$ cat config.mk
export PLATFORM = sky130hd
export DESIGN_NAME = vram_port
export DESIGN_NICKNAME = d
export VERILOG_FILES = /design/src/rtl/vp_pkg.sv /design/src/rtl/vp_host_decode.sv /design/src/rtl/vp_addr_ptr.sv /design/src/rtl/vp_mem_seq.sv /design/src/rtl/vram_port.sv
export SDC_FILE = /design/constraint.sdc
export NUM_CORES = 1
export LEC_CHECK = 0
export CAP_MARGIN = 40
export CORE_UTILIZATION = 40
export DETAILED_ROUTE_END_ITERATION = 8
export DONT_BUFFER_PORTS = 1
export HOLD_SLACK_MARGIN = 0.08
export MAX_ROUTING_LAYER = met4
export PLACE_DENSITY = 0.6
export SLEW_MARGIN = 40
export SYNTH_ARGS = -nofsm -noshare
export SYNTH_HDL_FRONTEND = slang
export SYNTH_SLANG_ARGS = --single-unit
$ cat constraint.sdc
create_clock -name clk_i -period 2.5 [get_ports clk_i]
set_input_delay 0.25 -clock clk_i [delete_from_list [all_inputs] [get_ports clk_i]]
set_output_delay 0.25 -clock clk_i [all_outputs]
set_load 0.02 [all_outputs]
$ cat src/rtl/vp_pkg.sv
package vp_pkg;
  localparam int IDX_PTR_HI = 18;
  localparam int IDX_PTR_LO = 19;
  localparam int IDX_DATA   = 31;

  typedef enum logic [1:0] {
    SEQ_IDLE,
    SEQ_WRITE,
    SEQ_READ
  } seq_state_e;
endpackage

$ cat src/rtl/vp_host_decode.sv
module vp_host_decode #(
  parameter int DATA_W = 8,
  parameter int IDX_W  = 5
) (
  input  logic              clk_i,
  input  logic              rst_ni,
  input  logic              sel_i,
  input  logic              wr_i,
  input  logic              rd_i,
  input  logic [DATA_W-1:0] wdata_i,
  input  logic              ready_i,
  output logic [IDX_W-1:0]  idx_o,
  output logic              ld_hi_o,
  output logic              ld_lo_o,
  output logic              data_wr_o,
  output logic              data_rd_o
);
  import vp_pkg::*;

  logic [IDX_W-1:0] idx_q;
  logic             dwr, drd;
  logic             is_hi, is_lo, is_data;

  always_ff @(posedge clk_i or negedge rst_ni) begin
    if (!rst_ni)           idx_q <= '0;
    else if (wr_i && !sel_i) idx_q <= wdata_i[IDX_W-1:0];
  end

  always_comb begin
    dwr     = wr_i && sel_i;
    drd     = rd_i && !wr_i && sel_i;
    is_hi   = (idx_q == IDX_W'(IDX_PTR_HI));
    is_lo   = (idx_q == IDX_W'(IDX_PTR_LO));
    is_data = (idx_q == IDX_W'(IDX_DATA));
    // pointer and data side effects only when no access is outstanding
    ld_hi_o   = dwr && is_hi && ready_i;
    ld_lo_o   = dwr && is_lo && ready_i;
    data_wr_o = dwr && is_data && ready_i;
    data_rd_o = drd && is_data && ready_i;
  end

  assign idx_o = idx_q;
endmodule

$ cat src/rtl/vp_addr_ptr.sv
module vp_addr_ptr #(
  parameter int DATA_W    = 8,
  parameter int MEM_DEPTH = 16384
) (
  input  logic                clk_i,
  input  logic                rst_ni,
  input  logic                ld_hi_i,
  input  logic                ld_lo_i,
  input  logic                inc_i,
  input  logic [DATA_W-1:0]   wdata_i,
  output logic [2*DATA_W-1:0] ptr_o
);
  localparam int ADDR_W = 2 * DATA_W;
  localparam logic [ADDR_W-1:0] LAST = ADDR_W'(MEM_DEPTH - 1);

  logic [ADDR_W-1:0] ptr_q, ptr_inc;

  assign ptr_inc = (ptr_q >= LAST) ? '0 : ptr_q + 1'b1;

  always_ff @(posedge clk_i or negedge rst_ni) begin
    if (!rst_ni)      ptr_q <= '0;
    else if (ld_hi_i) ptr_q[ADDR_W-1:DATA_W] <= wdata_i;
    else if (ld_lo_i) ptr_q[DATA_W-1:0] <= wdata_i;
    else if (inc_i)   ptr_q <= ptr_inc;
  end

  assign ptr_o = ptr_q;
endmodule

$ cat src/rtl/vp_mem_seq.sv
module vp_mem_seq #(
  parameter int DATA_W = 8
) (
  input  logic              clk_i,
  input  logic              rst_ni,
  input  logic              start_wr_i,
  input  logic              start_rd_i,
  input  logic [DATA_W-1:0] wdata_i,
  input  logic              mem_gnt_i,
  input  logic [DATA_W-1:0] mem_rdata_i,
  output logic              mem_req_o,
  output logic              mem_we_o,
  output logic [DATA_W-1:0] mem_wdata_o,
  output logic              ready_o,
  output logic              wr_done_o,
  output logic [DATA_W-1:0] rd_latch_o
);
  import vp_pkg::*;

  seq_state_e        state_q, state_d;
  logic [DATA_W-1:0] wbuf_q, latch_q;

  always_comb begin
    state_d = state_q;
    unique case (state_q)
      SEQ_IDLE: begin
        if (start_wr_i)      state_d = SEQ_WRITE;
        else if (start_rd_i) state_d = SEQ_READ;
      end
      SEQ_WRITE, SEQ_READ: if (mem_gnt_i) state_d = SEQ_IDLE;
      default: state_d = SEQ_IDLE;
    endcase
  end

  always_ff @(posedge clk_i or negedge rst_ni) begin
    if (!rst_ni) begin
      state_q <= SEQ_IDLE;
      wbuf_q  <= '0;
      latch_q <= '0;
    end else begin
      state_q <= state_d;
      if (state_q == SEQ_IDLE && start_wr_i)  wbuf_q  <= wdata_i;
      if (state_q == SEQ_READ && mem_gnt_i)   latch_q <= mem_rdata_i;
    end
  end

  assign mem_req_o   = (state_q != SEQ_IDLE);
  assign mem_we_o    = (state_q == SEQ_WRITE);
  assign mem_wdata_o = wbuf_q;
  assign ready_o     = (state_q == SEQ_IDLE);
  assign wr_done_o   = (state_q == SEQ_WRITE) && mem_gnt_i;
  assign rd_latch_o  = latch_q;
endmodule

$ cat src/rtl/vram_port.sv
module vram_port #(
  parameter int DATA_W    = 8,
  parameter int IDX_W     = 5,
  parameter int MEM_DEPTH = 16384
) (
  input  logic                clk_i,
  input  logic                rst_ni,
  input  logic                host_sel_i,
  input  logic                host_wr_i,
  input  logic                host_rd_i,
  input  logic [DATA_W-1:0]   host_wdata_i,
  output logic [DATA_W-1:0]   host_rdata_o,
  output logic                mem_req_o,
  output logic                mem_we_o,
  output logic [2*DATA_W-1:0] mem_addr_o,
  output logic [DATA_W-1:0]   mem_wdata_o,
  input  logic                mem_gnt_i,
  input  logic [DATA_W-1:0]   mem_rdata_i
);
  import vp_pkg::*;

  localparam int ADDR_W = 2 * DATA_W;
  localparam int PAD_W  = DATA_W - 1 - IDX_W;

  logic [IDX_W-1:0]  idx_q;
  logic              ready, ld_hi, ld_lo, data_wr, data_rd, wr_done;
  logic [ADDR_W-1:0] ptr;
  logic [DATA_W-1:0] rd_latch, rd_mux, rdata_q;

  vp_host_decode #(.DATA_W(DATA_W), .IDX_W(IDX_W)) u_dec (
    .clk_i    (clk_i),
    .rst_ni   (rst_ni),
    .sel_i    (host_sel_i),
    .wr_i     (host_wr_i),
    .rd_i     (host_rd_i),
    .wdata_i  (host_wdata_i),
    .ready_i  (ready),
    .idx_o    (idx_q),
    .ld_hi_o  (ld_hi),
    .ld_lo_o  (ld_lo),
    .data_wr_o(data_wr),
    .data_rd_o(data_rd)
  );

  // reads advance at once; writes advance when their slot completes
  vp_addr_ptr #(.DATA_W(DATA_W), .MEM_DEPTH(MEM_DEPTH)) u_ptr (
    .clk_i  (clk_i),
    .rst_ni (rst_ni),
    .ld_hi_i(ld_hi),
    .ld_lo_i(ld_lo),
    .inc_i  (data_rd || wr_done),
    .wdata_i(host_wdata_i),
    .ptr_o  (ptr)
  );

  vp_mem_seq #(.DATA_W(DATA_W)) u_seq (
    .clk_i      (clk_i),
    .rst_ni     (rst_ni),
    .start_wr_i (data_wr),
    .start_rd_i (ld_lo || data_rd),
    .wdata_i    (host_wdata_i),
    .mem_gnt_i  (mem_gnt_i),
    .mem_rdata_i(mem_rdata_i),
    .mem_req_o  (mem_req_o),
    .mem_we_o   (mem_we_o),
    .mem_wdata_o(mem_wdata_o),
    .ready_o    (ready),
    .wr_done_o  (wr_done),
    .rd_latch_o (rd_latch)
  );

  always_comb begin
    if (!host_sel_i) begin
      rd_mux = {ready, {PAD_W{1'b0}}, idx_q};
    end else begin
      unique case (int'(idx_q))
        IDX_PTR_HI: rd_mux = ptr[ADDR_W-1:DATA_W];
        IDX_PTR_LO: rd_mux = ptr[DATA_W-1:0];
        IDX_DATA:   rd_mux = rd_latch;
        default:    rd_mux = '0;
      endcase
    end
  end

  always_ff @(posedge clk_i or negedge rst_ni) begin
    if (!rst_ni)                      rdata_q <= '0;
    else if (host_rd_i && !host_wr_i) rdata_q <= rd_mux;
  end

  assign host_rdata_o = rdata_q;
  assign mem_addr_o   = ptr;
endmodule

==> results_dict.tcl <==
set metrics [dict create \
    run_status "complete, no violations" \
    min_period_ps 2357 \
    dr.first_iter.drc_count 137 \
    ys_types 44 \
    final.setup_skew_ps 7.060 \
    synth_top_flop_cell "sky130_fd_sc_hd__dfrtp_1" \
    floorplan.die_area_um2 6711 \
    finalSetupViolCount 0 \
    gr-usage-all-layers_pct 24.87 \
    fmax_ghz 0.4243 \
    placement.io_buffers 0 \
    drive_gt1_share_pct 16.78 \
    dpl.hpwl_um 5237 \
    syn_area_um2 2555 \
    drc_errors 0 \
    timing_hold_violations_final 0 \
    sequentialPowerShare_pct 44.0 \
    cts_tree "done" \
    area_growth_syn_to_layout_pct 17.34 \
    holdCritPathClass "primary input to flop" \
    io-pin-count 56 \
    rr_endpoint "u_ptr.ptr_o[4]" \
    cap_violations 0 \
    static-leakage-power_nw 1.245 \
    critPathMaxFanout 15 \
    worst_r2r_path_depth 7 \
    ys_top_cells_by_count "47 x sky130_fd_sc_hd__dfrtp_1, 39 x sky130_fd_sc_hd__nand2_1, 21 x sky130_fd_sc_hd__o21ai_0" \
    root_buffer "sky130_fd_sc_hd__clkbuf_8" \
    cts_sinks 47 \
    placementRows 28 \
    final.fill_count 582 \
    netlist_instances 261 \
    clock_tree.htree_level_count 2 \
    fin_tns_setup_ps 0 \
    synth_largest_area_cell "sky130_fd_sc_hd__dfrtp_1" \
    clkLatencyLatePin_ps 310 \
    fp.coreArea_um2 6026 \
    number_of_antenna_violations_at_the_first_check_in_global_routing 0 \
    grt_max_degree 48 \
    floorplan.initialDensity_pct 42.40 \
    cell_internal_pwr_mw 1.586 \
    max_slew_margin_pct 54.39 \
    syn_avg_cell_area_um2 9.789 \
    grt_pass1_wl_um 11760 \
    r2r_start "u_seq.state_q[0]" \
    clk_pin_slew_worst_paths_ps 90 \
    vdd.ir_drop.worst_uv 404.5 \
    p_sw_mw 1.076 \
    postCtsSetupBuffers 0 \
    worst_setup_path_end_kind "flop" \
    route.final.wire_length_um 7380 \
    drt.antenna.violating_nets 0 \
    synth_seq_cells 47 \
    die_w_um 81.92 \
    power.share.switching_pct 40.43 \
    grt_overflow_total 0 \
    data_arrival_time_of_the_critical_path_ps 2560 \
    n_antenna_cell 0 \
    combinationalPowerShare_pct 36.6 \
    first_global_vias 2192 \
    critical_path.endpoint "u_ptr.ptr_o[4]" \
    detail_route.wl_per_cell_um 20.11 \
    ys.warnings.count 0 \
    holdPathStages 2 \
    drt-pass1-iter-count 4 \
    final_nets 317 \
    timing.final.max_slew_violations 0 \
    p_per_area_nw_per_um2 887.9 \
    globalplace.congestion 0.9687 \
    syn-num-nets 287 \
    final_worst_path_cycle_share_pct 94.27 \
    die_y_um 81.92 \
    required_ps 2700 \
    finish.utilization_pct 49.75 \
    critPathLaunch "u_seq.state_q[0]" \
    routed-via-count 2201 \
    critical_path_startpoint_category "flop" \
    synth_async_sr_flop_share_pct 100.0 \
    r2r_slack_ps 140 \
    synth.top_cell.area_share_pct 46.03 \
    synth.yosys.seq_area_share_pct 46.03 \
    top_area_cells_in_the_synthesized_netlist "sky130_fd_sc_hd__dfrtp_1 46%, sky130_fd_sc_hd__mux2_2 7.1%, sky130_fd_sc_hd__nand2_1 5.7%, sky130_fd_sc_hd__o21ai_0 4.1%, sky130_fd_sc_hd__a22o_1 2.7%" \
    vias_per_cell 5.997 \
    clock_path_buffers 2 \
    worst-setup-path-type "flop to flop" \
    synth_edf_count 0 \
    cts_inserted_buffers 5 \
    most_instantiated_library_cell_after_synthesis "sky130_fd_sc_hd__dfrtp_1" \
    worstMarginPinSlew_ps 682.7 \
    power_frac_clock_pct 19.4 \
    grt_setup_unrepaired "false" \
]
through the flow:
stage          total power [mW]  worst slack [ps]  std cells  cell area (µm²)  hold slack [ps]
3_5_place_dp              2.111             210.7        343             2720           -44.39
4_1_cts                   2.665             176.2        360             2928            81.03
6_report                  2.662             143.2        367             2998            87.14
5_1_grt                   2.824             6.280        367             2998            81.26
3_3_place_gp              2.097             297.8        343             2720           -44.33
2_1_floorplan             1.822             530.7        261             2555           -45.59
state kept, by name (all words and copies together), names as in the netlist:
| name | count |
|---|---|
| u_ptr.ptr_o | 16 |
| u_seq.state_q | 2 |
| host_rdata_o | 8 |
| u_seq.rd_latch_o | 8 |
| u_dec.idx_o | 5 |
| u_seq.mem_wdata_o | 8 |
worst min-delay path by stage:
stage	startpoint	endpoint
floorplan	rst_ni	host_rdata_o[0]
global placement	rst_ni	u_seq.mem_wdata_o[2]
detailed placement	rst_ni	u_seq.mem_wdata_o[4]
CTS	host_wdata_i[5]	u_seq.mem_wdata_o[5]
global route	host_wdata_i[2]	u_seq.mem_wdata_o[2]
finish	host_wdata_i[1]	u_ptr.ptr_o[9]
placed cells by master, fill, tap and decap left out, drive strengths merged, types with 3 or more instances in the layout:
cell | Yosys | final
a22oi | 8 | 8
clkbuf | 4 | 8
o31ai | 4 | 4
nand3 | 9 | 9
dfrtp | 47 | 47
ha | 4 | 4
nand2b | 3 | 3
a21oi | 14 | 14
o211ai | 6 | 6
nand2 | 39 | 39
a32o | 4 | 4
nand4 | 4 | 4
a22o | 8 | 8
o22a | 6 | 6
and3 | 3 | 3
mux2 | 16 | 16
inv | 12 | 12
nor3 | 8 | 8
nor2 | 11 | 11
o21ai | 21 | 21
buf | 4 | 16
nor2b | 3 | 3
dlygate4sd3 | 0 | 15
nor4 | 3 | 3
metal layers:
layer / GRT usage, % / routed length [µm] / vias up
met5: - / 0 / -
met4: 7.193 / 119 / 0
met3: 7.222 / 531 / 12
met2: 38.18 / 3395 / 78
met1: 31.73 / 3333 / 1083
li1: - / - / 1028
area by class of cell:
| type | instances | area, µm² | share of cell area [%] |
|---|---|---|---|
| clock buffer | 8 | 100.1 | 3.339 |
| inverter | 12 | 45.04 | 1.503 |
| sequential | 47 | 1176 | 39.23 |
| tap | 75 | 93.84 | 3.130 |
| multi-input combinational | 194 | 1292 | 43.11 |
| timing repair buffer | 31 | 290.3 | 9.683 |
power groups by stage:
stage / logic (mW) / clock network, mW / registers [mW]
2_1_floorplan: 0.567 / 0 / 1.25
3_3_place_gp: 0.915 / 0 / 1.18
3_5_place_dp: 0.924 / 0 / 1.19
4_1_cts: 0.963 / 0.531 / 1.17
5_1_grt: 1.07 / 0.559 / 1.20
6_report: 0.973 / 0.518 / 1.17
repair_timing:
action                    CTS  global route
hold buffers                9             7
hold endpoints to repair   56             7
resized for setup           0             0
worst max-delay path: stages, from the launching register on:
cell and delay [ps]:
sky130_fd_sc_hd__dfrtp_1 410, sky130_fd_sc_hd__inv_1 110, sky130_fd_sc_hd__ha_1 210, sky130_fd_sc_hd__nand3_1 220, sky130_fd_sc_hd__or3_1 470, sky130_fd_sc_hd__a31oi_4 380, sky130_fd_sc_hd__a21bo_2 270, sky130_fd_sc_hd__a22o_1 170
logic make-up (layout without fill, tap and decap cells):
| group | count (synthesis) | after routing | share of synthesized area [%] |
|---|---|---|---|
| buffers and inverters | 20 | 51 | 3.379 |
| adders and majority gates | 4 | 4 | 1.959 |
| and+or+nand+nor | 88 | 88 | 17.29 |
| muxes | 18 | 18 | 7.835 |
| AOI/OAI and AO/OA | 84 | 84 | 23.51 |
| DFF | 47 | 47 | 46.03 |
(Power assumes the default switching activity.)
